===== src/rtl/mac_wb_pkg.sv =====
// Package: shared coefficient width and modulus defaults for the
// multiply-accumulate writeback stage.
package mac_wb_pkg;
    localparam int COEF_W = 12;
    localparam int MOD_Q  = 3329;
endpackage


===== src/rtl/mac_modadd.sv =====
// mac_modadd: y = (a + b) mod Q.
// Assumes a < Q and b < Q, so a single conditional subtraction suffices.
module mac_modadd #(
    parameter int W = mac_wb_pkg::COEF_W,
    parameter int Q = mac_wb_pkg::MOD_Q
) (
    input  logic [W-1:0] a,
    input  logic [W-1:0] b,
    output logic [W-1:0] y
);
    logic [W:0] sum;
    logic [W:0] red;

    // Widened add, then subtract Q once if the sum reached Q.
    always_comb begin
        sum = {1'b0, a} + {1'b0, b};
        red = sum - (W+1)'(Q);
        y   = (sum >= (W+1)'(Q)) ? red[W-1:0] : sum[W-1:0];
    end
endmodule


===== src/rtl/mac_idx_ctrl.sv =====
// mac_idx_ctrl: walks coefficient position, term and row for one pass.
// It exports both the current indices (write side) and the next-state
// indices (read side), so the read leads the write by one consumed product.
// Assumes the memories answer one cycle after their address.
module mac_idx_ctrl #(
    parameter int K = 3,
    parameter int N = 256,
    localparam int LOG_N = $clog2(N),
    localparam int IW    = (K > 1) ? $clog2(K) : 1
) (
    input  logic             clk,
    input  logic             rst_n,
    input  logic             start,
    input  logic             prod_valid,
    output logic             busy,
    output logic             done,
    output logic             first_q,
    output logic [IW-1:0]    i_cur,
    output logic [IW-1:0]    i_nx,
    output logic [LOG_N-1:0] o_cur,
    output logic [LOG_N-1:0] o_nx
);
    logic [IW-1:0] j_cur;
    logic [IW-1:0] j_nx;
    logic          adv;
    logic          last_o;
    logic          last_j;
    logic          last_i;
    logic          fin;

    // Next-state indices for the product consumed this cycle.
    always_comb begin
        adv    = busy & prod_valid;
        last_o = (o_cur == LOG_N'(N - 1));
        last_j = (j_cur == IW'(K - 1));
        last_i = (i_cur == IW'(K - 1));
        fin    = adv & last_o & last_j & last_i;
        o_nx   = o_cur;
        j_nx   = j_cur;
        i_nx   = i_cur;
        if (adv) begin
            o_nx = last_o ? '0 : o_cur + LOG_N'(1);
            if (last_o) begin
                j_nx = last_j ? '0 : j_cur + IW'(1);
                if (last_j) begin
                    i_nx = last_i ? '0 : i_cur + IW'(1);
                end
            end
        end
    end

    // Index registers, pass state and the delayed first-term select.
    always_ff @(posedge clk) begin
        if (!rst_n) begin
            busy    <= 1'b0;
            done    <= 1'b0;
            first_q <= 1'b1;
            i_cur   <= '0;
            j_cur   <= '0;
            o_cur   <= '0;
        end else begin
            first_q <= (j_nx == '0);
            done    <= fin;
            if (!busy) begin
                busy <= start;
            end else begin
                i_cur <= i_nx;
                j_cur <= j_nx;
                o_cur <= o_nx;
                if (fin) begin
                    busy <= 1'b0;
                end
            end
        end
    end
endmodule


===== src/rtl/mac_addr_gen.sv =====
// mac_addr_gen: forms memory addresses from row slot and coefficient index.
// Addend rows sit at slot E_BASE + i, running-sum rows at slot i.
// A power-of-two N uses field concatenation, otherwise a multiply.
module mac_addr_gen #(
    parameter int K      = 3,
    parameter int N      = 256,
    parameter int E_BASE = 3,
    localparam int LOG_N = $clog2(N),
    localparam int IW    = (K > 1) ? $clog2(K) : 1,
    localparam int TAW   = $clog2(K * N),
    localparam int EAW   = $clog2((E_BASE + K) * N)
) (
    input  logic [IW-1:0]    i_cur,
    input  logic [IW-1:0]    i_nx,
    input  logic [LOG_N-1:0] o_cur,
    input  logic [LOG_N-1:0] o_nx,
    output logic [EAW-1:0]   e_rd_addr,
    output logic [TAW-1:0]   t_rd_addr,
    output logic [TAW-1:0]   t_wa
);
    localparam int ESW = EAW - LOG_N;

    generate
        if (N == (1 << LOG_N)) begin : g_concat
            logic [ESW-1:0] e_slot;
            // Row slot in the high field, coefficient in the low field.
            always_comb begin
                e_slot    = ESW'(E_BASE) + ESW'(i_nx);
                e_rd_addr = {e_slot, o_nx};
                t_rd_addr = TAW'({i_nx, o_nx});
                t_wa      = TAW'({i_cur, o_cur});
            end
        end else begin : g_mul
            // Row slot times N plus coefficient index.
            always_comb begin
                e_rd_addr = (EAW'(E_BASE) + EAW'(i_nx)) * EAW'(N) + EAW'(o_nx);
                t_rd_addr = TAW'(i_nx) * TAW'(N) + TAW'(o_nx);
                t_wa      = TAW'(i_cur) * TAW'(N) + TAW'(o_cur);
            end
        end
    endgenerate
endmodule


===== src/rtl/mac_wb_stage.sv =====
// mac_wb_stage: accumulates t[i] = e[i] + sum_j product_j[i] mod Q into the
// running-sum memory. Assumes both memories return data one cycle after the
// address and that every input coefficient is below Q.
module mac_wb_stage #(
    parameter int K      = 3,
    parameter int N      = 256,
    parameter int W      = mac_wb_pkg::COEF_W,
    parameter int Q      = mac_wb_pkg::MOD_Q,
    parameter int E_BASE = K,
    localparam int LOG_N = $clog2(N),
    localparam int IW    = (K > 1) ? $clog2(K) : 1,
    localparam int TAW   = $clog2(K * N),
    localparam int EAW   = $clog2((E_BASE + K) * N)
) (
    input  logic           clk,
    input  logic           rst_n,
    input  logic           start,
    input  logic           prod_valid,
    input  logic [W-1:0]   prod_coeff,
    output logic [EAW-1:0] e_rd_addr,
    input  logic [W-1:0]   e_rd_data,
    output logic [TAW-1:0] t_rd_addr,
    input  logic [W-1:0]   t_rd_data,
    output logic           t_we,
    output logic [TAW-1:0] t_wa,
    output logic [W-1:0]   t_wd,
    output logic           busy,
    output logic           done
);
    logic             first_q;
    logic [IW-1:0]    i_cur;
    logic [IW-1:0]    i_nx;
    logic [LOG_N-1:0] o_cur;
    logic [LOG_N-1:0] o_nx;
    logic [W-1:0]     addend;

    mac_idx_ctrl #(.K(K), .N(N)) u_ctrl (
        .clk        (clk),
        .rst_n      (rst_n),
        .start      (start),
        .prod_valid (prod_valid),
        .busy       (busy),
        .done       (done),
        .first_q    (first_q),
        .i_cur      (i_cur),
        .i_nx       (i_nx),
        .o_cur      (o_cur),
        .o_nx       (o_nx)
    );

    mac_addr_gen #(.K(K), .N(N), .E_BASE(E_BASE)) u_addr (
        .i_cur     (i_cur),
        .i_nx      (i_nx),
        .o_cur     (o_cur),
        .o_nx      (o_nx),
        .e_rd_addr (e_rd_addr),
        .t_rd_addr (t_rd_addr),
        .t_wa      (t_wa)
    );

    // Term 0 adds onto e, later terms onto the running sum.
    always_comb begin
        addend = first_q ? e_rd_data : t_rd_data;
        t_we   = busy & prod_valid;
    end

    mac_modadd #(.W(W), .Q(Q)) u_add (
        .a (addend),
        .b (prod_coeff),
        .y (t_wd)
    );
endmodule


===== config.mk =====
export PLATFORM = sky130hd
export DESIGN_NAME = mac_wb_stage
export DESIGN_NICKNAME = d
export VERILOG_FILES = /design/src/rtl/mac_wb_pkg.sv /design/src/rtl/mac_modadd.sv /design/src/rtl/mac_idx_ctrl.sv /design/src/rtl/mac_addr_gen.sv /design/src/rtl/mac_wb_stage.sv
export SDC_FILE = /design/constraint.sdc
export NUM_CORES = 1
export LEC_CHECK = 0
export BUFFER_PORTS_ARGS = -buffer_cell sky130_fd_sc_hd__buf_2
export CAP_MARGIN = 20
export CELL_PAD_IN_SITES_DETAIL_PLACEMENT = 1
export CELL_PAD_IN_SITES_GLOBAL_PLACEMENT = 1
export CORE_UTILIZATION = 35
export DETAILED_ROUTE_END_ITERATION = 12
export PLACE_DENSITY_LB_ADDON = 0.08
export SLEW_MARGIN = 20
export SYNTH_ARGS = -nofsm -noshare
export SYNTH_HDL_FRONTEND = slang
export SYNTH_SLANG_ARGS = --single-unit
export TNS_END_PERCENT = 5

===== constraint.sdc =====
create_clock -name clk -period 11.4 [get_ports clk]
set_input_delay 2.28 -clock clk [delete_from_list [all_inputs] [get_ports clk]]
set_output_delay 2.28 -clock clk [all_outputs]
set_load 0.05 [all_outputs]

==> flow_summary.rst <==
.. list-table::
   :header-rows: 1

   * - Metric
     - Value
   * - Placer congestion estimate
     - 0.8025
   * - Post-detailed-placement cell area
     - 2225 µm²
   * - Max-slew headroom at the worst pin
     - 52.94%
   * - Number of slew-limit violations in the final report
     - 0
   * - Drt first pass iters
     - 4
   * - Inserted Clock Buffers
     - 3
   * - Layout-stage area growth over the synthesis result
     - 25.62%
   * - Number of placement rows
     - 25
   * - Required time of the critical path
     - 9.12 ns
   * - Number of endpoints failing setup at the final stage
     - 0
   * - Post-synthesis cell count
     - 233
   * - Number of clock sinks seen by CTS
     - 15
   * - TritonCTS clock tree
     - done
   * - Setup TNS
     - 0 ns
   * - Number of port buffers
     - 85
   * - Setup repair after global routing missed its margin
     - false
   * - Largest net degree at the start of global routing
     - 16
   * - Setup fix buffers added after clock tree synthesis
     - 0
   * - Vertical die dimension
     - 73.85 µm
   * - Kind of capture point of the worst setup path
     - output pin
   * - Endpoint arrival time on the critical path
     - 5.81 ns
   * - Final hold slack
     - 0.5249 ns
   * - Layout cells sized above 1
     - 34.42%
   * - Post-layout worst setup margin
     - 3.305 ns
   * - Startpoint kind of the worst setup timing path
     - input pin
   * - Largest clock skew in the final design
     - 0.002460 ns
   * - Count of vias placed by the detailed router
     - 1,901
   * - Final Hold Viols
     - 0
   * - Register bit total from synthesis
     - 15
   * - IR drop worst, VDD
     - 0.06300 mV
   * - Kind of critical path
     - in2out
   * - Pleak
     - 1.112 nW
   * - Post-synthesis cell type count
     - 51
   * - Slowest-stage cell, CP
     - or3_1
   * - Fillcell total
     - 662
   * - Count of flip-flops with a built-in enable after synthesis
     - 0
   * - Width of the die
     - 73.85 µm
   * - Starting density of the core
     - 37.26%
   * - Vias per cell
     - 5.069
   * - Result of the run
     - completed
   * - Tmin final
     - 8.095 ns
   * - Final routed wirelength across all metal layers
     - 4.877 mm
   * - Number of antenna violations at the first check in global routing
     - 0
   * - Initial DRC count
     - 49
   * - Global-route wire length before repair
     - 8.038 mm
   * - Async S/R FF share, synth
     - 0%
   * - Antenna diodes
     - 0
   * - Max-cap violation count
     - 0
   * - Overall fraction of global-route tracks in use
     - 18.43%
   * - Actual slew at the worst max-slew pin
     - 0.6949 ns
   * - Number of gates resized after cts
     - 0
   * - Sum of internal, switching and leakage power
     - 0.2474 mW
   * - Post-route antenna net violation count
     - 0
   * - Netlist area before placement
     - 1807 µm²
   * - Die footprint
     - 5453 µm²
   * - Warnings, synthesis
     - 0
   * - Sequential element share of the synthesized area
     - 16.62%
   * - Post-synthesis net count
     - 290
   * - Clock-pin transition on the worst setup and hold timing paths
     - 0.06 ns
   * - Clock insertion delay at the later pin of the skew report
     - 0.24 ns
   * - Total half-perimeter wirelength after legalization and detailed placement
     - 4.130 mm
   * - Remaining routing DRC violations
     - 0
   * - I/O pin cnt
     - 86
   * - Delay contributed by the slowest stage of the critical path
     - 0.55 ns
   * - Leading area contributor after synthesis
     - dfxtp_1
   * - Buffer depth of the longest clock path
     - 2
   * - Most instantiated cells after synthesis
     - 22 x nand2_1, 16 x ha_1, 15 x dfxtp_1
   * - Power per cell area
     - 109.0 nW/µm²
   * - # H-tree levels
     - 1
   * - # nets final
     - 366
   * - Total of hold buffers inserted after clock tree synthesis
     - 0
   * - Ratio of final minimum period to clock period
     - 71.01%
   * - Cell area after layout
     - 2270 µm²
   * - Placed cell count
     - 371
   * - Top cells by area in the synthesized netlist
     - dfxtp_1 17%, ha_1 11%, mux2_2 7.5%
   * - Upper clock frequency limit
     - 123.5 MHz
   * - Root Buffer
     - clkbuf_8
   * - Core region area
     - 4848 µm²
   * - Avg Cell Area, Syn
     - 7.754 µm²
   * - Top_reg_cell synth
     - dfxtp_1
   * - Share of the core filled with cells
     - 46.81%
   * - Crit-path cells
     - buf_2 > mux2_2 > ha_1 > fa_1 > a211oi_2 > o21ai_0 > a221o_1 > nor3_4 > a41oi_1 > or3_1 > nand2_4 > mux2_1 > buf_2
   * - Wire length per cell after detailed routing
     - 13.01 µm
   * - Setup Slack @ Placement
     - 3.321 ns
   * - Vias in the first global route
     - 1,849
   * - Min-Delay Path Class
     - reg2reg
   * - Residual overflow from global routing
     - 0
   * - Critical path peak fanout
     - 9
   * - Cell with the most instances after synthesis
     - nand2_1
   * - Most used cell along the critical path
     - buf_2
   * - Portion of synthesized cell area occupied by the leading cell type
     - 16.62%
   * - Final cell count without fillers
     - 375
registers in the layout, summed over array words and instances (netlist names):
register / cells
u_ctrl.o_cur: 8
u_ctrl.i_cur: 2
u_ctrl.j_cur: 2
u_ctrl.busy: 1
u_ctrl.done: 1
u_ctrl.first_q: 1
report_power, final:
group          internal, mW  total, mW  switching [mW]  leakage, nW
registers            0.0530     0.0535        0.000518        0.121
logic                0.0465      0.151           0.105        0.968
clock network        0.0247     0.0424          0.0177       0.0228
total                 0.124      0.247           0.123         1.11
area by class of cell:
type	instances	area, µm²	area share (%)
Tap cell	67	83.83	3.693
Inverter	12	45.04	1.985
Timing Repair Buffer	85	425.4	18.74
Sequential cell	15	300.3	13.23
Clock buffer	4	45.04	1.985
Multi-Input combinational cell	192	1370	60.36
kinds of logic after synthesis:
| family | share of synthesized area (%) |
|---|---|
| compound gates | 20.22 |
| buf+inv | 7.548 |
| flops | 16.62 |
| fa+ha+maj | 12.19 |
| simple gates | 26.04 |
| xor+xnor | 8.726 |
| mux | 8.657 |
routing by layer:
metal | track usage (%) | part of all wire [%]
met2 | 33.54 | 51
met4 | 5.342 | 0.47
met3 | 1.920 | 4.5
met5 | 0 | 0
met1 | 22.69 | 44
path summary, 6_finish.rpt:
check | depth (start not counted) | startpoint | slack, ns | to
min | 1 | u_ctrl.i_cur[1] | 0.52 | u_ctrl.busy
max | 13 | e_rd_data[0] | 3.31 | t_wd[1]
max reg2reg | 8 | u_ctrl.o_cur[0] | 9.48 | u_ctrl.i_cur[1]
min reg2reg | 1 | u_ctrl.i_cur[1] | 0.52 | u_ctrl.busy
worst max-delay path, delay by kind of cell:
family / cells / cell delay (ns)
AO/OA/AOI/OAI: 4 / 1.06
AND/OR/NAND/NOR: 3 / 0.96
adder cells (fa/ha/maj): 2 / 0.63
multiplexers: 2 / 0.58
buffers and inverters: 2 / 0.31
placed cells by master (no fill, tap or decap), types with 2 or more instances in the layout:
| master | instances |
|---|---|
| ha_1 | 16 |
| or3_1 | 2 |
| nor2b_1 | 6 |
| o21ai_0 | 14 |
| a311oi_1 | 2 |
| mux2_2 | 12 |
| inv_1 | 12 |
| xnor2_1 | 11 |
| nand2b_1 | 2 |
| nand3_1 | 5 |
| nor3b_1 | 4 |
| o211ai_1 | 2 |
| clkbuf_8 | 3 |
| a31oi_1 | 3 |
| nor3_1 | 5 |
| a21oi_1 | 12 |
| o21ai_1 | 4 |
| and2_1 | 13 |
| a31o_1 | 2 |
| nand4_1 | 6 |
| buf_2 | 85 |
| nand2_1 | 22 |
| xor2_1 | 7 |
| nor2_1 | 14 |
| and3_1 | 3 |
| a21o_1 | 4 |
| dfxtp_1 | 15 |
(Power assumes the default switching activity.)
